### src/rtl/spi_sclk_pkg.sv
package spi_sclk_pkg;

   // Edge classification of a half-period expiry
   typedef enum logic [1:0] {
      EV_NONE  = 2'd0,
      EV_LEAD  = 2'd1,
      EV_TRAIL = 2'd2
   } sclk_event_e;

endpackage

### src/rtl/spi_sclk_divsel.sv
module spi_sclk_divsel #(
   parameter int BAUD_W  = 7,
   parameter int MIN_DIV = 4,
   localparam int DIV_W  = BAUD_W + 1,
   localparam int HALF_W = BAUD_W
) (
   input  logic [BAUD_W-1:0] baud_i,
   output logic [HALF_W-1:0] half_short_o,
   output logic [HALF_W-1:0] half_long_o
);

   localparam logic [DIV_W-1:0] MIN_DIV_V = DIV_W'(MIN_DIV);

   logic [DIV_W-1:0] raw_div;
   logic [DIV_W-1:0] div;
   logic [DIV_W-1:0] long_full;

   assign raw_div = {1'b0, baud_i} + DIV_W'(1);

   generate
      if (MIN_DIV > 1) begin : g_clamp
         assign div = (raw_div < MIN_DIV_V) ? MIN_DIV_V : raw_div;
      end else begin : g_pass
         assign div = raw_div;
      end
   endgenerate

   // Active level gets the shorter half on odd divisors
   assign half_short_o = div[DIV_W-1:1];
   assign long_full    = div - {1'b0, half_short_o};
   assign half_long_o  = long_full[HALF_W-1:0];

   always_comb begin
      assert_split_R3: assert ((half_long_o - half_short_o) <= HALF_W'(1))
         else $error("half split differs by more than one cycle");
   end

endmodule

### src/rtl/spi_sclk_halftimer.sv
module spi_sclk_halftimer #(
   parameter int W = 7
) (
   input  logic         clk,
   input  logic         rst_n,
   input  logic         load_i,
   input  logic [W-1:0] len_i,
   input  logic         run_i,
   output logic         expire_o
);

   logic [W-1:0] cnt_q;

   always_ff @(posedge clk) begin
      if (!rst_n) begin
         cnt_q <= '0;
      end else if (load_i) begin
         cnt_q <= len_i - W'(1);
      end else if (run_i && (cnt_q != '0)) begin
         cnt_q <= cnt_q - W'(1);
      end
   end

   assign expire_o = (cnt_q == '0);

   assert_min_half_R1: assert property (@(posedge clk) disable iff (!rst_n)
      load_i |-> (len_i >= W'(2)))
      else $error("half-period shorter than two cycles loaded");

   assert_no_early_expire_R3: assert property (@(posedge clk) disable iff (!rst_n)
      load_i |=> !expire_o)
      else $error("timer expired right after a load");

endmodule

### src/rtl/spi_sclk_seq.sv
module spi_sclk_seq
   import spi_sclk_pkg::*;
#(
   parameter int HALF_W = 7,
   parameter int LEN_W  = 4
) (
   input  logic              clk,
   input  logic              rst_n,
   input  logic              start_i,
   input  logic              cpol_i,
   input  logic              cpha_i,
   input  logic [LEN_W-1:0]  len_m1_i,
   input  logic [HALF_W-1:0] hs_i,
   input  logic [HALF_W-1:0] hl_i,
   input  logic              expire_i,
   output logic              load_o,
   output logic [HALF_W-1:0] load_len_o,
   output logic              run_o,
   output logic              sclk_o,
   output logic              launch_o,
   output logic              sample_o,
   output logic              done_o,
   output logic              busy_o
);

   logic              busy_q, sclk_q, pol_q, pha_q;
   logic              launch_q, sample_q, done_q;
   logic [HALF_W-1:0] hs_q, hl_q;
   logic [LEN_W-1:0]  bits_q;
   logic              accept, last_bit;
   sclk_event_e       ev;

   assign accept   = !busy_q && start_i;
   assign last_bit = (bits_q == '0);

   always_comb begin
      if (!busy_q || !expire_i) ev = EV_NONE;
      else if (sclk_q == pol_q) ev = EV_LEAD;
      else                      ev = EV_TRAIL;
   end

   assign load_o     = accept || (ev == EV_LEAD) || ((ev == EV_TRAIL) && !last_bit);
   assign load_len_o = accept ? (cpha_i ? hl_i : hs_i)
                              : ((ev == EV_LEAD) ? hs_q : hl_q);
   assign run_o      = busy_q;

   always_ff @(posedge clk) begin
      if (!rst_n) begin
         busy_q   <= 1'b0;
         sclk_q   <= cpol_i;
         pol_q    <= cpol_i;
         pha_q    <= 1'b0;
         hs_q     <= '0;
         hl_q     <= '0;
         bits_q   <= '0;
         launch_q <= 1'b0;
         sample_q <= 1'b0;
         done_q   <= 1'b0;
      end else begin
         launch_q <= 1'b0;
         sample_q <= 1'b0;
         done_q   <= 1'b0;
         if (!busy_q) begin
            pol_q  <= cpol_i;
            pha_q  <= cpha_i;
            hs_q   <= hs_i;
            hl_q   <= hl_i;
            bits_q <= len_m1_i;
            sclk_q <= cpol_i;
            if (start_i) begin
               busy_q   <= 1'b1;
               launch_q <= 1'b1;
               if (!cpha_i) sclk_q <= ~cpol_i;
            end
         end else begin
            case (ev)
               EV_LEAD: begin
                  sclk_q <= ~pol_q;
                  if (pha_q) sample_q <= 1'b1;
                  else       launch_q <= 1'b1;
               end
               EV_TRAIL: begin
                  sclk_q <= pol_q;
                  if (!pha_q) sample_q <= 1'b1;
                  if (last_bit) begin
                     done_q <= 1'b1;
                     busy_q <= 1'b0;
                  end else begin
                     bits_q <= bits_q - LEN_W'(1);
                     if (pha_q) launch_q <= 1'b1;
                  end
               end
               default: ;
            endcase
         end
      end
   end

   assign sclk_o   = sclk_q;
   assign launch_o = launch_q;
   assign sample_o = sample_q;
   assign done_o   = done_q;
   assign busy_o   = busy_q;

   // Checker: length of each clock level inside a transfer
   logic              sclk_prev, seen_edge;
   logic [HALF_W:0]   hold_cnt;

   always_ff @(posedge clk) begin
      if (!rst_n) begin
         sclk_prev <= 1'b0;
         seen_edge <= 1'b0;
         hold_cnt  <= '0;
      end else begin
         sclk_prev <= sclk_q;
         if (sclk_q != sclk_prev) hold_cnt <= (HALF_W+1)'(1);
         else if (hold_cnt != '1) hold_cnt <= hold_cnt + (HALF_W+1)'(1);
         if (!busy_q && !done_q) seen_edge <= 1'b0;
         else if (busy_q && (sclk_q != sclk_prev)) seen_edge <= 1'b1;
      end
   end

   assert_half_len_R3: assert property (@(posedge clk) disable iff (!rst_n)
      ((busy_q || done_q) && seen_edge && (sclk_q != sclk_prev)) |->
         (hold_cnt == {1'b0, ((sclk_prev != pol_q) ? hs_q : hl_q)}))
      else $error("clock level held for the wrong number of cycles");

   assert_strobe_excl_R5: assert property (@(posedge clk) disable iff (!rst_n)
      !(sample_q && launch_q))
      else $error("launch and sample in the same cycle");

   assert_sample_edge_R6: assert property (@(posedge clk) disable iff (!rst_n)
      sample_q |-> (pha_q ? (sclk_q != pol_q) : (sclk_q == pol_q)))
      else $error("sample strobe on the wrong clock edge");

   assert_done_idle_R4: assert property (@(posedge clk) disable iff (!rst_n)
      done_q |-> ((sclk_q == pol_q) && !busy_q))
      else $error("transfer ended away from the idle level");

   assert_done_pulse_R7: assert property (@(posedge clk) disable iff (!rst_n)
      done_q |=> !done_q)
      else $error("done longer than one cycle");

   assert_cfg_frozen_R9: assert property (@(posedge clk) disable iff (!rst_n)
      (busy_q && $past(busy_q)) |->
         ($stable(pol_q) && $stable(pha_q) && $stable(hs_q) && $stable(hl_q)))
      else $error("configuration moved during a transfer");

   assert_start_ignored_R8: assert property (@(posedge clk) disable iff (!rst_n)
      (busy_q && start_i && !expire_i) |=> ($stable(sclk_q) && !launch_q && busy_q))
      else $error("start during a transfer disturbed it");

endmodule

### src/rtl/spi_sclk_gen.sv
module spi_sclk_gen #(
   parameter int BAUD_W   = 7,
   parameter int MAX_BITS = 16,
   parameter int MIN_DIV  = 4,
   localparam int LEN_W   = $clog2(MAX_BITS),
   localparam int HALF_W  = BAUD_W
) (
   input  logic              clk,
   input  logic              rst_n,
   input  logic [BAUD_W-1:0] baud_rate,
   input  logic              cpol,
   input  logic              cpha,
   input  logic [LEN_W-1:0]  word_len_m1,
   input  logic              start,
   output logic              sclk,
   output logic              launch,
   output logic              sample,
   output logic              busy,
   output logic              done
);

   initial begin
      assert_param_baud: assert (BAUD_W >= 3) else $error("BAUD_W too small");
      assert_param_bits: assert (MAX_BITS >= 2 && (1 << LEN_W) == MAX_BITS)
         else $error("MAX_BITS must be a power of two");
      assert_param_min_R1: assert (MIN_DIV >= 4 && MIN_DIV <= (1 << BAUD_W))
         else $error("MIN_DIV out of range");
   end

   logic [HALF_W-1:0] half_short, half_long, load_len;
   logic              load, run, expire;

   spi_sclk_divsel #(
      .BAUD_W  (BAUD_W),
      .MIN_DIV (MIN_DIV)
   ) u_divsel (
      .baud_i       (baud_rate),
      .half_short_o (half_short),
      .half_long_o  (half_long)
   );

   spi_sclk_halftimer #(
      .W (HALF_W)
   ) u_timer (
      .clk      (clk),
      .rst_n    (rst_n),
      .load_i   (load),
      .len_i    (load_len),
      .run_i    (run),
      .expire_o (expire)
   );

   spi_sclk_seq #(
      .HALF_W (HALF_W),
      .LEN_W  (LEN_W)
   ) u_seq (
      .clk        (clk),
      .rst_n      (rst_n),
      .start_i    (start),
      .cpol_i     (cpol),
      .cpha_i     (cpha),
      .len_m1_i   (word_len_m1),
      .hs_i       (half_short),
      .hl_i       (half_long),
      .expire_i   (expire),
      .load_o     (load),
      .load_len_o (load_len),
      .run_o      (run),
      .sclk_o     (sclk),
      .launch_o   (launch),
      .sample_o   (sample),
      .done_o     (done),
      .busy_o     (busy)
   );

endmodule

### config.mk
export PLATFORM = sky130hd
export DESIGN_NAME = spi_sclk_gen
export DESIGN_NICKNAME = d
export VERILOG_FILES = /design/src/rtl/spi_sclk_pkg.sv /design/src/rtl/spi_sclk_divsel.sv /design/src/rtl/spi_sclk_halftimer.sv /design/src/rtl/spi_sclk_seq.sv /design/src/rtl/spi_sclk_gen.sv
export SDC_FILE = /design/constraint.sdc
export NUM_CORES = 1
export LEC_CHECK = 0
export CAP_MARGIN = 15
export CORE_UTILIZATION = 40
export CTS_CLUSTER_SIZE = 28
export DETAILED_ROUTE_END_ITERATION = 12
export DONT_BUFFER_PORTS = 1
export PLACE_DENSITY = 0.66
export SKIP_LAST_GASP = 1
export SYNTH_ARGS = -nofsm -noshare
export SYNTH_HDL_FRONTEND = slang
export SYNTH_SLANG_ARGS = --single-unit
### constraint.sdc
create_clock -name clk -period 3.99 [get_ports clk]
set_clock_uncertainty 0.15 [all_clocks]
set_input_delay 0.399 -clock clk [delete_from_list [all_inputs] [get_ports clk]]
set_output_delay 0.399 -clock clk [all_outputs]
set_load 0.03 [all_outputs]
After elaboration in Yosys (flattened, before gate mapping). Cells that the tools add are included.

Register bits after elaboration: 32. Bits of input ports: 16. Output and inout port bits: 5. Word-level logic and storage cells: 71.

Add/subtract/negate cells: 5. Magnitude comparators: 1. Equal/unequal tests: 7. Multiplexer cells: 29. Bitwise operators: 2. Reductions and logical operators: 16.

Operators with widths (number): 7-bit 2-to-1 mux (5); 1-bit 2-to-1 mux (15); 7-bit by 1-bit subtractor with 7-bit output (second input constant) (2); 4-bit 2-to-1 mux (3); 7-bit by 1-bit adder with 8-bit output (second input constant) (1); 8-bit by 3-bit less-than comparator with 1-bit output (second input constant) (1); 8-bit 2-to-1 mux (1); 7-bit zero test (1); 7-bit nonzero test (1); 7-bit subtractor (1); 2-bit != test (second input constant) (3); 1-bit one-hot mux with 2 select lines (3); 4-bit zero test (1); 2-bit 2-to-1 mux (2); 4-bit != test (second input constant) (1); 2-bit AND reduction (2); 4-bit by 1-bit subtractor with 4-bit output (second input constant) (1); 1-bit logical AND (3); 1-bit zero test (3); 1-bit logical OR (3); 3-bit AND reduction (1); 2-bit by 1-bit equality test with 1-bit output (second input constant) (1); 2-bit equality test (second input constant) (1); 1-bit inverter (2); other kinds (2) (2).

Logic depth before layout (Yosys ltp). Gate-level depths: netlist of run 1.

Depth after elaboration: 9. Depth in mapped cells: 19. Mapped depth without buffers: 19.

Hierarchy. From an unflattened synthesis of run 1, not the netlist that was laid out.

Cells, all modules: 259. Area total of the unflattened synthesis: 2228.4 um2.

Modules (own cells, without submodules): spi_sclk_seq (instances 1, cells an instance 136, area each 1283.7 um2, seq. area each 520.5 um2); spi_sclk_halftimer (instances 1, cells an instance 64, area each 529.3 um2, seq. area each 140.1 um2); spi_sclk_divsel (instances 1, cells an instance 59, area each 415.4 um2, seq. area each 0.0 um2).

Worst setup path after synthesis of run 1. No wires, ideal clock.

Path kind: input port to flip-flop. Start: input port baud_rate[0]. End: register u_timer.cnt_q[6]. Arrival: 3.885 ns. Path slack: -0.119 ns. Cell stages on the path: 18. Path buffers: 0. Cell sequence: ha_1 nand3_4 nor2_1 xnor2_1 ha_1 o311ai_4 and2_1 ha_1 inv_1 fa_1 a21o_1 a21oi_1 nor2_1 a211oi_1 xor2_1 o221a_2 or4b_1 a31oi_1.

Longest elaborated chain between the ends: 8.

RTL lines: start: declaration (line spi_sclk_gen.sv:10) `input logic [BAUD_W-1:0] baud_rate,`; 7-bit by 1-bit adder with 8-bit output * (line spi_sclk_divsel.sv:18) `assign raw_div = {1'b0, baud_i} + DIV_W'(1);`; 8-bit by 3-bit less-than comparator with 1-bit output (line spi_sclk_divsel.sv:22) `assign div = (raw_div < MIN_DIV_V) ? MIN_DIV_V : raw_div;`; 8-bit 2-to-1 mux * (line spi_sclk_divsel.sv:22); named net half_short[0] (line spi_sclk_gen.sv:30) `logic [HALF_W-1:0] half_short, half_long, load_len;`; 7-bit subtractor (line spi_sclk_divsel.sv:30) `assign long_full = div - {1'b0, half_short_o};`; 7-bit 2-to-1 mux * (2 in series) (line spi_sclk_seq.sv:43) `assign load_len_o = accept ? (cpha_i ? hl_i : hs_i)`; 7-bit by 1-bit subtractor with 7-bit output * (line spi_sclk_halftimer.sv:18) `cnt_q <= len_i - W'(1);`; 7-bit 2-to-1 mux * (line spi_sclk_halftimer.sv:17) `end else if (load_i) begin`; end signal: assignment (line spi_sclk_halftimer.sv:18); end signal: assignment (line spi_sclk_halftimer.sv:20) `cnt_q <= cnt_q - W'(1);`; end: declaration (line spi_sclk_halftimer.sv:12) `logic [W-1:0] cnt_q;`.

The timed path passes the listed nets; every way through them passes the cells marked *. A chain may end at the register's enable or synchronous reset.

Worst setup path after layout of run 1. Same ends and word-level chain as after synthesis.

==> results list, run 1 <==
* Cts-stage hold buffer count: 0
- Post-synthesis net count: 323
* Wire length of the first global-routing pass: ~9.5 mm
- The flow ran to the end, and the final reports show no timing, DRC or antenna violations.
* Top FF cell, synth: sky130_fd_sc_hd__dfxtp_1
- Peak fanout along the critical path: 9
- Combinational logic burns a little over a third of the power.
- The path with the worst hold slack has its endpoint at u_seq.pol_q$_DFFE_PN_.
- Synth-to-layout area growth: 11.76%
- After clock tree synthesis, the clock-pin slew on the worst setup and hold paths is around 0.070 ns.
- Power dissipated by switching net loads: 0.3827 mW
- Sequential fraction of the synthesis area: 27.47%
- The internal portion of the total power is roughly 0.7 mW.
- Number of buffers on the longest clock path: 2
- Counting stages on the worst path, the most repeated cell is sky130_fd_sc_hd__buf_4.
- Unrepaired setup endpoints after global routing: false
- Leak Pwr: around 1.1 nW
* Maximum frequency from static timing analysis: ~0.27 GHz
- For the worst setup path, the data required time is around 4.1 ns.
- The repair_antennas step left the layout with diodes totalling 0.
- Yosys cell types: 66
* Hold wc startpoint: cpol
- STA classifies the critical path startpoint as an input pin.
* Post_cts resized: 0
- CP arrival: 3.80 ns
* Final core area utilization: between 40% and 50%
* Inserted Clock Buffers: 5
- The tool flagged a number of max-cap violations equal to 0.
- The number of setup buffers added after CTS is 0.
* Clock tree from TritonCTS: yes
* R2R depth: 13
* Largest net degree at the start of global routing: 39
* Overall die area: about 6300 sq um
- Power spread over the standard cell area amounts to 401.3 nW/um^2.
- Proportion of register bits with asynchronous set or reset after synthesis: 0%
* Sinks on the clock net: 32
* Minimum period implied by the final worst setup slack: around 3.7 ns
- The commonest cells after synthesis are sky130_fd_sc_hd__nor2_1 (45), sky130_fd_sc_hd__dfxtp_1 (30), sky130_fd_sc_hd__nand2_1 (25).
- Buffers placed on the I/O ports in this run total 0.
- Number of vias in the routed layout: ~2200
- Dividing the detail-routed via count by the number of cells gives about 5.7.
* Final Cycle Share: ~94%
- In this run the register-to-register setup slack is around 0.93 ns.
- The critical path goes through ha_2 -> buf_4 -> nand2_1 -> o32ai_2 -> o311ai_4 -> and2_4 -> buf_4 -> ha_1 -> nor2b_1 -> o21ai_0 -> a21oi_1 -> o41ai_2 -> a311oi_2 -> nor2_2 -> or4b_1 -> a31oi_1.
- Cells with a size suffix above 1 make up 16.18% of the layout.
- The initial antenna violation count came to 0.
- Yosys mapped a number of flops with a built-in enable equal to 2.
- Via count of the first global-routing pass: 1972
- R2R Path Start: u_seq.bits_q[0]$_SDFFE_PN0P_
* Number of synthesized register bits: 32
* Part of the power in registers: a little under two fifths
* Post-route setup TNS: 0 ns
- The number of hold-slack violations in the final timing report came to 0.
- During I/O placement, the number of pins put on the boundary was 21.
* Switching portion of total power: between 30% and 40%
* Worst vdd ir: between 0.2 and 0.25 mV
- DRC viols: 0
- For this design, the slowest cell found on the critical path is sky130_fd_sc_hd__or4b_1.
- The biggest area contributor in the post-synthesis netlist is sky130_fd_sc_hd__dfxtp_1.
- Total wirelength of the detailed-routed design: ~5.7 mm
* Min-Delay Path Depth: 0
- Core ar.: between 5000 and 6000 sq um
- Worst setup path class: in -> reg
- After global routing the overflow that remains totals 0.
- By instance count, the leading cell after synthesis is sky130_fd_sc_hd__nor2_1.
- Net count reported at finish: 334
- Starting Density: 42.63%
- In this run the remaining antenna-violating nets after routing total 0.
- Headroom to the max-slew limit came out at a little under half.
- Placed wire-length estimate after detailed placement: 4.337 mm
- By area the synthesized netlist is led by sky130_fd_sc_hd__dfxtp_1 (25%), sky130_fd_sc_hd__nor2_1 (7.0%), sky130_fd_sc_hd__a21oi_1 (4.8%).
- At the end of routability-driven placement, the weighted congestion stood at roughly 0.89.
- After technology mapping, the gate count stands at 297.
- The largest single stage delay on the critical path is 0.44 ns.
* Power share of the clock group: about a quarter
* H-tree levels: 2
- Mean routed wirelength per cell: roughly 15 microns
- In this run the horizontal extent of the chip is 79.54 microns.
- The min-delay analysis places its worst path in the category in -> reg.
- Slew at the pin closest to its max-slew limit: slightly below 0.8 ns
- On the final layout, the worst hold slack is about 0.06 ns.
* Global router's overall resource usage: between 10% and 20%
- Share of the synthesized area in the top cell type: between 20% and 30%
- The worst register-to-register path ends at u_timer.cnt_q[6]$_SDFFE_PN0P_.
- Initial DRC Count: approximately 120
* Total number of yosys warnings: 0
- The floorplan step set the die height to 79.54 microns.
* Clock latency at the later pin of the worst-skew pair: approximately 0.28 ns
- The first detailed-routing pass ran for 5 iterations.
* Placed Cells: approximately 370
- The cell area that synthesis handed to floorplanning was roughly 2400 sq um.
- CTS placed an instance of sky130_fd_sc_hd__clkbuf_8 at the clock tree root.
- Kind of end point of the critical path: flop
- The average instance in the mapped netlist occupies 8.097 sq um.
- The max-slew violation count was 0.
- Final setup violation count: 0
* Final std cells w/o fill: approximately 380
- The floorplan has 27 rows.
-- cell type report --
type                            count  area [sq um]
Clock buffer                        6         93.84
Clock inverter                      2         12.51
Fill cell                         547          2954
Inverter                           16         60.06
Multi-Input combinational cell    237          1649
Sequential cell                    32         661.9
Tap cell                           72         90.09
Timing Repair Buffer               16         120.1
-- power groups by stage --
stage                     registers, mW  clock network [mW]  logic [mW]
after CTS                         0.403               0.293       0.383
after floorplan                   0.400                   0       0.295
final                             0.403               0.286       0.389
after global routing              0.408               0.309       0.431
after detailed placement          0.410                   0       0.381
after global placement            0.409                   0       0.377
-- cell families (layout without fill, tap and decap cells) --
kind of cell / Yosys count / after routing / synth area share, %
simple gates: 117 / 117 / 25.70
compound gates: 82 / 82 / 24.40
flops: 32 / 32 / 27.47
buf+inv: 28 / 40 / 4.787
xor+xnor: 19 / 19 / 8.325
fa+ha+maj: 10 / 10 / 5.515
mux: 9 / 9 / 3.798
-- worst max path at each step --
stage | to | startpoint | cells past startpoint | slack, ns
after global placement | u_timer.cnt_q[6]$_SDFFE_PN0P_ | baud_rate[0] | 16 | -0.01
final | u_timer.cnt_q[6]$_SDFFE_PN0P_ | baud_rate[0] | 16 | 0.25
after floorplan | u_timer.cnt_q[6]$_SDFFE_PN0P_ | baud_rate[0] | 18 | 0.006
after CTS | u_timer.cnt_q[6]$_SDFFE_PN0P_ | baud_rate[0] | 16 | 0.25
after detailed placement | u_timer.cnt_q[6]$_SDFFE_PN0P_ | baud_rate[0] | 17 | -0.05
after global routing | u_timer.cnt_q[6]$_SDFFE_PN0P_ | baud_rate[0] | 17 | 0.003
-- stage by stage --
step	area (sq um)	setup WS (ns)	power, mW
finish	2688	0.2544	1.079
global route	2688	0.002836	1.147
CTS	2676	0.2462	1.079
detailed placement	2570	-0.04985	0.7918
global placement	2570	-0.01276	0.7860
floorplan	2414	0.006265	0.6955
-- cells in the final DEF, fill, tap and decap left out, drive strengths merged, types with 7 or more instances in the layout --
cell type	Yosys	layout
nor2	46	46
xnor2	13	13
mux2i	8	8
ha	9	9
nand2	25	25
nand3	9	9
buf	7	16
inv	16	16
a21oi	23	23
o21ai	12	12
a211oi	10	10
and2	7	7
dfxtp	30	30
-- sequential cells by signal (all words and copies together) (netlist names), 4 cells and up --
signal and flops:
u_seq.hs_q 7, u_timer.cnt_q 7, u_seq.bits_q 4, u_seq.hl_q 7
-- routing by layer --
layer	up-vias	global-route usage [%]	share of wire, %	wire [microns]
li1	1089	-	-	-
met1	1002	25.33	46	2673
met2	61	31.71	47	2698
met3	4	3.314	5.5	319
met4	0	6.000	0.99	57
met5	-	0	0	0
-- critical path, delay by kind of cell --
family          cells  cell delay (ns)
fa+ha+maj           2             0.47
simple gates        5             1.10
compound gates      7             1.56
buf+inv             2             0.26
Power figures use the tool's default switching activity.
==> run 2, diff against run 1 <==
CAP_MARGIN = 20   (was 15)
GPL_TIMING_DRIVEN = 0   (was not set)
==> run 2 against run 1 <==
Via count increased by 0.70%. Power down 2.3%. Critical path type unchanged. Highest routed layer unchanged. Cell area shrank 0.28%. Critical endpoint is now u_timer.cnt_q[4]$_SDFFE_PN0P_. Largest power group unchanged.
==> results list, run 2 (synthesis gave the netlist of run 1 again) <==
- Run status: completed
- The number of maximum-capacitance violations is 0 (unchanged).
* Part of the power in registers: 38.2% (+0.8 points)
- The post-CTS clock slew at the launch and capture registers of the worst setup and hold paths was 0.07 ns (about the same).
* Fill count: 576 (+5.3%)
- Crit-path max cell delay: 0.50 ns (+0.06 ns)
* PwrDens: 393.0 nW/um^2 (-2.1%)
- Final Cycle Share: 94.72% (+1.1 points)
* Wire length of the first global-routing pass: 9.915 mm (+4.5%)
- The total detailed-routing wirelength was 5.817 mm (+1.2%).
* Minimum period implied by the final worst setup slack: 3.779 ns (+0.04368 ns)
- Post-route setup TNS: 0 ns (unchanged)
- The pre-CTS setup slack was -0.3130 ns (-0.2631 ns).
- Placed instance area: 2504 sq um (-2.6%)
* Layout Cell Area excl Fill: 2680 sq um (-0.28%)
* Number of buffers on the longest clock path: 2 (unchanged)
- Worst vdd ir: 0.2354 mV (+11%)
- Largest net degree at the start of global routing: 11 (-72%)
- Switching portion of total power: 36.70% (+1.2 points)
* Number of placement rows: 27 (unchanged)
- The number of I/O port buffers was 0 (unchanged).
- The clock network latency to the later pin of the worst-skew pair came to 0.29 ns (about the same).
- Traced cell by cell, the critical path runs through ha_2 -> nand3_4 -> nor2_2 -> xnor2_1 -> ha_2 -> o311ai_4 -> and2_4 -> buf_12 -> ha_1 -> nor2b_1 -> o21ai_0 -> a21oi_1 -> or2_1 -> a311oi_2 -> nor2_2 -> buf_4 -> xnor2_1 -> a211oi_1.
- Slew at the pin closest to its max-slew limit: 0.6384 ns (-0.1502 ns)
* Top library cells by usage in the layout, fill and taps aside: sky130_fd_sc_hd__nor2_1 (44), sky130_fd_sc_hd__dfxtp_1 (30), sky130_fd_sc_hd__nand2_1 (24)
* Kind of end point of the critical path: flop
* Relative contribution of combinational cells to total power: 36.6% (+0.5 points)
- Cts-stage hold buffer count: 0 (unchanged)
* Vertical die dimension: 79.54 microns (unchanged)
- Starting Density: 42.63% (unchanged)
- Maximum frequency from static timing analysis: 0.2646 GHz (-1.2%)
- Clock Root Buffer: sky130_fd_sc_hd__clkbuf_8
- The worst path required time is 4.05 ns (about the same).
- Weighted congestion reported at the end of routability-driven placement: 0.8385 (-5.3%)
- Relative slew margins: 57.14% (+9.8 points)
* H-tree levels: 2 (unchanged)
- The worst hold path belongs to the class in -> reg.
- The ratio of cells with drive above 1 in the final layout came to 15.06% (-1.1 points).
- The worst setup path is launched from an input pin.
- TritonCTS built the clock tree.
- The routed via count came to 2171 (+0.70%).
- Final core area utilization: 47.50% (-0.13 points)
- Global router's overall resource usage: 20.20% (+0.94 points)
- The DRC violation count after routing was 0 (unchanged).
- Critical-path cell with the highest stage delay: sky130_fd_sc_hd__a311oi_2
* Number of ports placed on the die boundary: 21 (unchanged)
- Leaving out fill and tap cells, the most frequent cell in the layout is sky130_fd_sc_hd__nor2_1.
- Overall die area: 6326 sq um (unchanged)
- Peak fanout along the critical path: 9 (unchanged)
- Hold Fails Final Rpt: 0 (unchanged)
- The largest registers in the layout are u_seq.hl_q x7, u_seq.hs_q x7, u_timer.cnt_q x7.
- CP arrival: 3.84 ns (+0.04 ns)
* Via count of the first global-routing pass: 2047 (+3.8%)
* Number of diodes added for antenna fixing: 0 (unchanged)
- The CTS buffer count came to 5 (unchanged).
- The count of routing violations after the opening detailed-route iteration came to 118 (-4.1%).
- The setup slack after layout came to 0.2107 ns (-0.04368 ns).
- The leakage component of the power was 1.037 nW (-2.1%).
- The clock net sink count came to 32 (unchanged).
- From synthesis to final layout, the design area changed by 11.45%.
* Worst setup path class: in -> reg
* Via-per-instance ratio: 5.654 (about the same)
- The final count of negative-setup-slack endpoints is 0 (unchanged).
- The number of nets in the finished design came to 337 (+0.90%).
- The post-detailed-route count of antenna-violating nets is 0 (unchanged).
- Core ar.: 5642 sq um (unchanged)
- Power share of the clock group: 25.2% (-1.3 points)
* Power dissipated by switching net loads: 0.3866 mW (+1.0%)
- Overall die width: 79.54 microns (unchanged)
* Total overflow reported by the global router: 0 (unchanged)
* Placed wire-length estimate after detailed placement: 4.476 mm (+3.2%)
- Final Slew Violations: 0 (unchanged)
* Post-layout total power: 1.053 mW (-2.3%)
* First-pass iteration count of the detailed router: 4 (-1)
- The initial antenna violation count was 0 (unchanged).
- Internal Pwr Total: 0.6668 mW (-4.2%)
* Mean routed wirelength per cell: 15.15 microns (+0.39%)
==> run 2: per-stage QoR <==
step	std cells	hold slack (ns)
3_3_place_gp	369	0.3014
5_1_grt	384	0.05147
4_1_cts	378	0.05393
6_report	384	0.06052
2_1_floorplan	297	0.2904
3_5_place_dp	369	0.3094
==> run 2: cell type report <==
| type | count | area (sq um) | share of cell area (%) |
|---|---|---|---|
| Tap cell | 72 | 90.09 | 3.361 |
| Buffer | 12 | 55.05 | 2.054 |
| Clock inverter | 1 | 6.256 | 0.2334 |
| Sequential cell | 32 | 660.6 | 24.65 |
| Clock buffer | 7 | 86.33 | 3.221 |
| Timing Repair Buffer | 7 | 65.06 | 2.428 |
| Multi-Input combinational cell | 237 | 1657 | 61.81 |
| Inverter | 16 | 60.06 | 2.241 |
==> run 2: power groups by stage <==
stage,clock network [mW],registers (mW),logic [mW]
final,0.265,0.402,0.386
after floorplan,0,0.400,0.295
after global routing,0.289,0.407,0.431
after CTS,0.269,0.402,0.370
after detailed placement,0,0.410,0.367
after global placement,0,0.408,0.361
==> run 2: path summary, 6_finish.rpt <==
check	startpoint	endpoint	slack [ns]	cells after the start
worst max-delay path	baud_rate[0]	u_timer.cnt_q[4]$_SDFFE_PN0P_	0.21	18
worst min-delay path	cpol	u_seq.pol_q$_DFFE_PN_	0.06	0
worst max register to register	u_seq.sclk_o$_DFFE_PP_	u_timer.cnt_q[4]$_SDFFE_PN0P_	0.94	12
worst min register to register	u_seq.hs_q[0]$_SDFFE_PN0N_	u_seq.hs_q[0]$_SDFFE_PN0N_	0.32	2
==> run 2: timing repair <==
action                     in CTS  in global routing
resized for setup               0                  7
setup endpoints to repair       1                  3
setup buffers                   1                  6
pin swaps                       1                  5
==> run 2: critical path: cells and delay by family <==
family,cells,cell delay (ns)
fa+ha+maj,3,0.71
compound gates,5,1.30
buf+inv,2,0.26
xor+xnor,2,0.27
simple gates,6,0.91
==> run 2: metal layers <==
metal  global-route usage (%)  vias to the layer above  part of all wire (%)
li1                         -                     1101                     -
met1                    25.48                     1007                    47
met2                    33.08                       50                    47
met3                    4.229                       13                   3.9
met4                    8.364                        0                   2.2
met5                        0                        -                     0
==> run 3, diff against run 2 <==
ABC_AREA = 1   (was not set)
==> run 3 against run 2 <==
Highest routed layer unchanged. Clock power fell by 5%. Register-to-register slack gained 0.27 ns. Cell area is 5.5% lower. Worst hold slack gained 0.0038 ns. Worst setup slack improved by 0.19 ns.
==> results list, run 3 <==
- Post-synthesis net count: 373 (+15%)
* Crit-path max cell delay: 0.44 ns (-0.06 ns)
* Total overflow reported by the global router: 0 (unchanged)
- The global routing met1 resource utilization is 23.72% (-1.8 points).
- Most instantiated library cell after synthesis: sky130_fd_sc_hd__nand2_1
- Setup repair after global routing left no endpoint under its margin.
- Number of buffers added for setup after CTS: 0 (-1)
- The post-cts repair resize count was 0 (unchanged).
- The number of buffers on the longest clock path came to 2 (unchanged).
- Global router's overall resource usage: 18.95% (-1.2 points)
- Largest family of logic cells by synthesized area: simple AND/OR/NAND/NOR gates
- Cts-stage hold buffer count: 0 (unchanged)
- The worst-case hold slack is 0.06435 ns (+0.003826 ns).
- The max-slew violation count is 0 (unchanged).
- The global-route track usage on met3 was 3.103% (-1.1 points).
- CP arrival: 3.62 ns (-0.22 ns)
- Most area-consuming cells after synthesis: sky130_fd_sc_hd__dfxtp_1 (26%), sky130_fd_sc_hd__nand2_1 (14%), sky130_fd_sc_hd__inv_1 (10%)
* Setup slack of the critical path after layout: 0.3989 ns (+0.1883 ns)
* Max Cap Violations: 0 (unchanged)
- Overall die width: 78.71 microns (-1.0%)
- Minimum period implied by the final worst setup slack: 3.591 ns (-0.1883 ns)
* Via-per-instance ratio: 5.096 (-9.9%)
- Total number of yosys warnings: 0 (unchanged)
- The worst setup path is captured at a flop.
- The global-route wire length before repair is 9.204 mm (-7.2%).
- Synth-to-layout area growth: 7.656%
* Number of vias in the routed layout: 2176 (+0.23%)
- The met2 usage came to 33.30% (+0.23 points).
- The portion of the post-synthesis area used by sequential elements came to 28.07% (+0.60 points).
* Maximum frequency from static timing analysis: 0.2785 GHz (+5.2%)
* Total wirelength of the detailed-routed design: 5.407 mm (-7.0%)
* Proportion of register bits with asynchronous set or reset after synthesis: 0% (unchanged)
* Largest registers: u_seq.hl_q x7, u_seq.hs_q x7, u_timer.cnt_q x7
- Post-layout total power: 1.452 mW (+38%)
- Clock latency at the later pin of the worst-skew pair: 0.28 ns (about the same)
- Final std cells w/o fill: 427 (+11%)
* Synthesized cell area: 2354 sq um (-2.1%)
* Cell types with the highest counts after synthesis: sky130_fd_sc_hd__nand2_1 (86), sky130_fd_sc_hd__inv_1 (64), sky130_fd_sc_hd__dfxtp_1 (30)
- The complex-gate fraction of the synthesized area is 17.33% (-7.1 points).
- The setup path with the least slack is of type in -> reg.
- Placed wire-length estimate after detailed placement: 4.280 mm (-4.4%)
- The die extent in y came to 78.71 microns (-1.0%).
* Top FF cell, synth: sky130_fd_sc_hd__dfxtp_1
- The synthesized-area fraction occupied by adder cells came to 5.635% (+0.12 points).
- The pre-CTS setup slack was 0.08116 ns (+0.3942 ns).
- Final Cycle Share: 90.00% (-4.7 points)
- The detailed-routing iteration count for the pre-antenna-repair pass came to 4 (unchanged).
* Post-Synth XOR/XNOR Area: 2.180% (-6.1 points)
- Synth Instances: 347 (+17%)
* Layer with the highest usage after global routing: met2
- The slack of the worst reg-to-reg path is 1.21 ns (+0.27 ns).
- The starting density of the core is 42.22% (-0.40 points).
* Commonest non-fill, non-tap cell in the layout: sky130_fd_sc_hd__nand2_1
* Peak fanout along the critical path: 5 (-4)
- The biggest area contributor in the post-synthesis netlist is sky130_fd_sc_hd__dfxtp_1.
- The post-detailed-route count of antenna-violating nets was 0 (unchanged).
* Number of diodes added for antenna fixing: 0 (unchanged)
- The number of enable-type register cells in the synthesized netlist was 2 (unchanged).
- Worst vdd ir: 0.1910 mV (-19%)
- Fraction of synthesized area in multiplexers: 0% (-3.8 points)
- The initial antenna violation count was 0 (unchanged).
* Mapped Avg Cell Area: 6.782 sq um (-16%)
- Net count reported at finish: 380 (+13%)
- The via count of the first global-routing pass came to 2072 (+1.2%).
- Buffers added on ports: 0 (unchanged)
* Run status: completed
- The proportion of netlist area held by the largest area contributor came to 25.52% (+0.54 points).
- Overall die area: 6194 sq um (-2.1%)
* Final setup violation count: 0 (unchanged)
- Largest net degree at the start of global routing: 11 (unchanged)
* Clock Root Buffer: sky130_fd_sc_hd__clkbuf_8
- DRC viols: 0 (unchanged)
* CP dominant cell by count: sky130_fd_sc_hd__inv_1
* Critical-path cell with the highest stage delay: sky130_fd_sc_hd__fa_1
* Placed Cells: 419 (+14%)
- Yosys cell types: 45 (-32%)
- Initial DRC Count: 112 (-5.1%)
- Worst min-delay path class: in -> reg
* Number of ports placed on the die boundary: 21 (unchanged)
* Type of element launching the critical path: input pin
- H-tree levels: 2 (unchanged)
- The flop and latch count out of synthesis was 32 (unchanged).
* Required time worst endpoint: 4.02 ns (-0.03 ns)
- PwrDens: 573.1 nW/um^2 (+46%)
* Leak Pwr: 1.284 nW (+24%)
- Post-route setup TNS: 0 ns (unchanged)
- The simple logic cell fraction of the synthesized area is 33.86% (+8.2 points).
- Relative slew margins: 65.12% (+8.0 points)
* Mean routed wirelength per cell: 12.66 microns (-16%)
- Hold Fails Final Rpt: 0 (unchanged)
* Weighted congestion reported at the end of routability-driven placement: 0.8222 (-1.9%)
- Inserted Clock Buffers: 5 (unchanged)
* Number of placement rows: 27 (unchanged)
- The clock net sink count was 32 (unchanged).
- Top library cells by usage in the layout, fill and taps aside: sky130_fd_sc_hd__nand2_1 (86), sky130_fd_sc_hd__inv_1 (64), sky130_fd_sc_hd__dfxtp_1 (30)
- The ratio of cells with drive above 1 in the final layout is 11.83% (-3.2 points).
* Core ar.: 5574 sq um (-1.2%)
- The post-CTS clock slew at the launch and capture registers of the worst setup and hold paths came to 0.06 ns (about the same).
* Slew at the pin closest to its max-slew limit: 0.5212 ns (-0.1171 ns)
* Clock tree from TritonCTS: yes
run 3: path summary, 6_finish.rpt:
kind,start,endpoint,cells after the start
min reg2reg,u_seq.hl_q[5]$_SDFFE_PN0N_,u_seq.hl_q[5]$_SDFFE_PN0N_,1
max,baud_rate[0],u_timer.cnt_q[6]$_SDFFE_PN0P_,26
min,cpol,u_seq.pol_q$_DFFE_PN_,0
max reg2reg,u_seq.sclk_o$_DFFE_PP_,u_timer.cnt_q[6]$_SDFFE_PN0P_,17
run 3: cell families after synthesis:
family	after synthesis
AOI/OAI and AO/OA	65
DFF	32
buffers and inverters	76
and+or+nand+nor	159
adders and majority gates	10
xor gates and xnor gates	5
run 3: cell type report:
type | count | area, sq um
Fill cell | 594 | 3040
Multi-Input combinational cell | 239 | 1389
Sequential cell | 32 | 660.6
Inverter | 68 | 255.2
Clock buffer | 8 | 90.09
Tap cell | 72 | 90.09
Buffer | 8 | 48.80
run 3: where the power goes:
part	leakage [nW]	switching (mW)	total (mW)	internal, mW
sequential	0.269	0.0682	0.474	0.406
clock	0.0455	0.113	0.253	0.141
combinational	0.969	0.462	0.725	0.262
total	1.28	0.643	1.45	0.809
run 3: layer usage:
metal  part of all wire, %  up-vias
met4                   1.1        0
met3                   5.5        7
met1                    45      986
met5                     0        -
met2                    48       44
li1                      -     1139
run 3: worst max-delay path: cells and delay by family:
family                     cells  cell delay [ns]
xor gates and xnor gates       1             0.15
AOI/OAI and AO/OA              2             0.34
and+or+nand+nor               12             1.17
adders and majority gates      5             1.22
buffers and inverters          6             0.37
run 3: stage by stage:
stage          cell area, sq um  util (%)
6_report                   2534     45.45
5_1_grt                    2534     45.45
4_1_cts                    2534     45.45
3_5_place_dp               2444     43.84
3_3_place_gp               2444     43.84
2_1_floorplan              2354         -
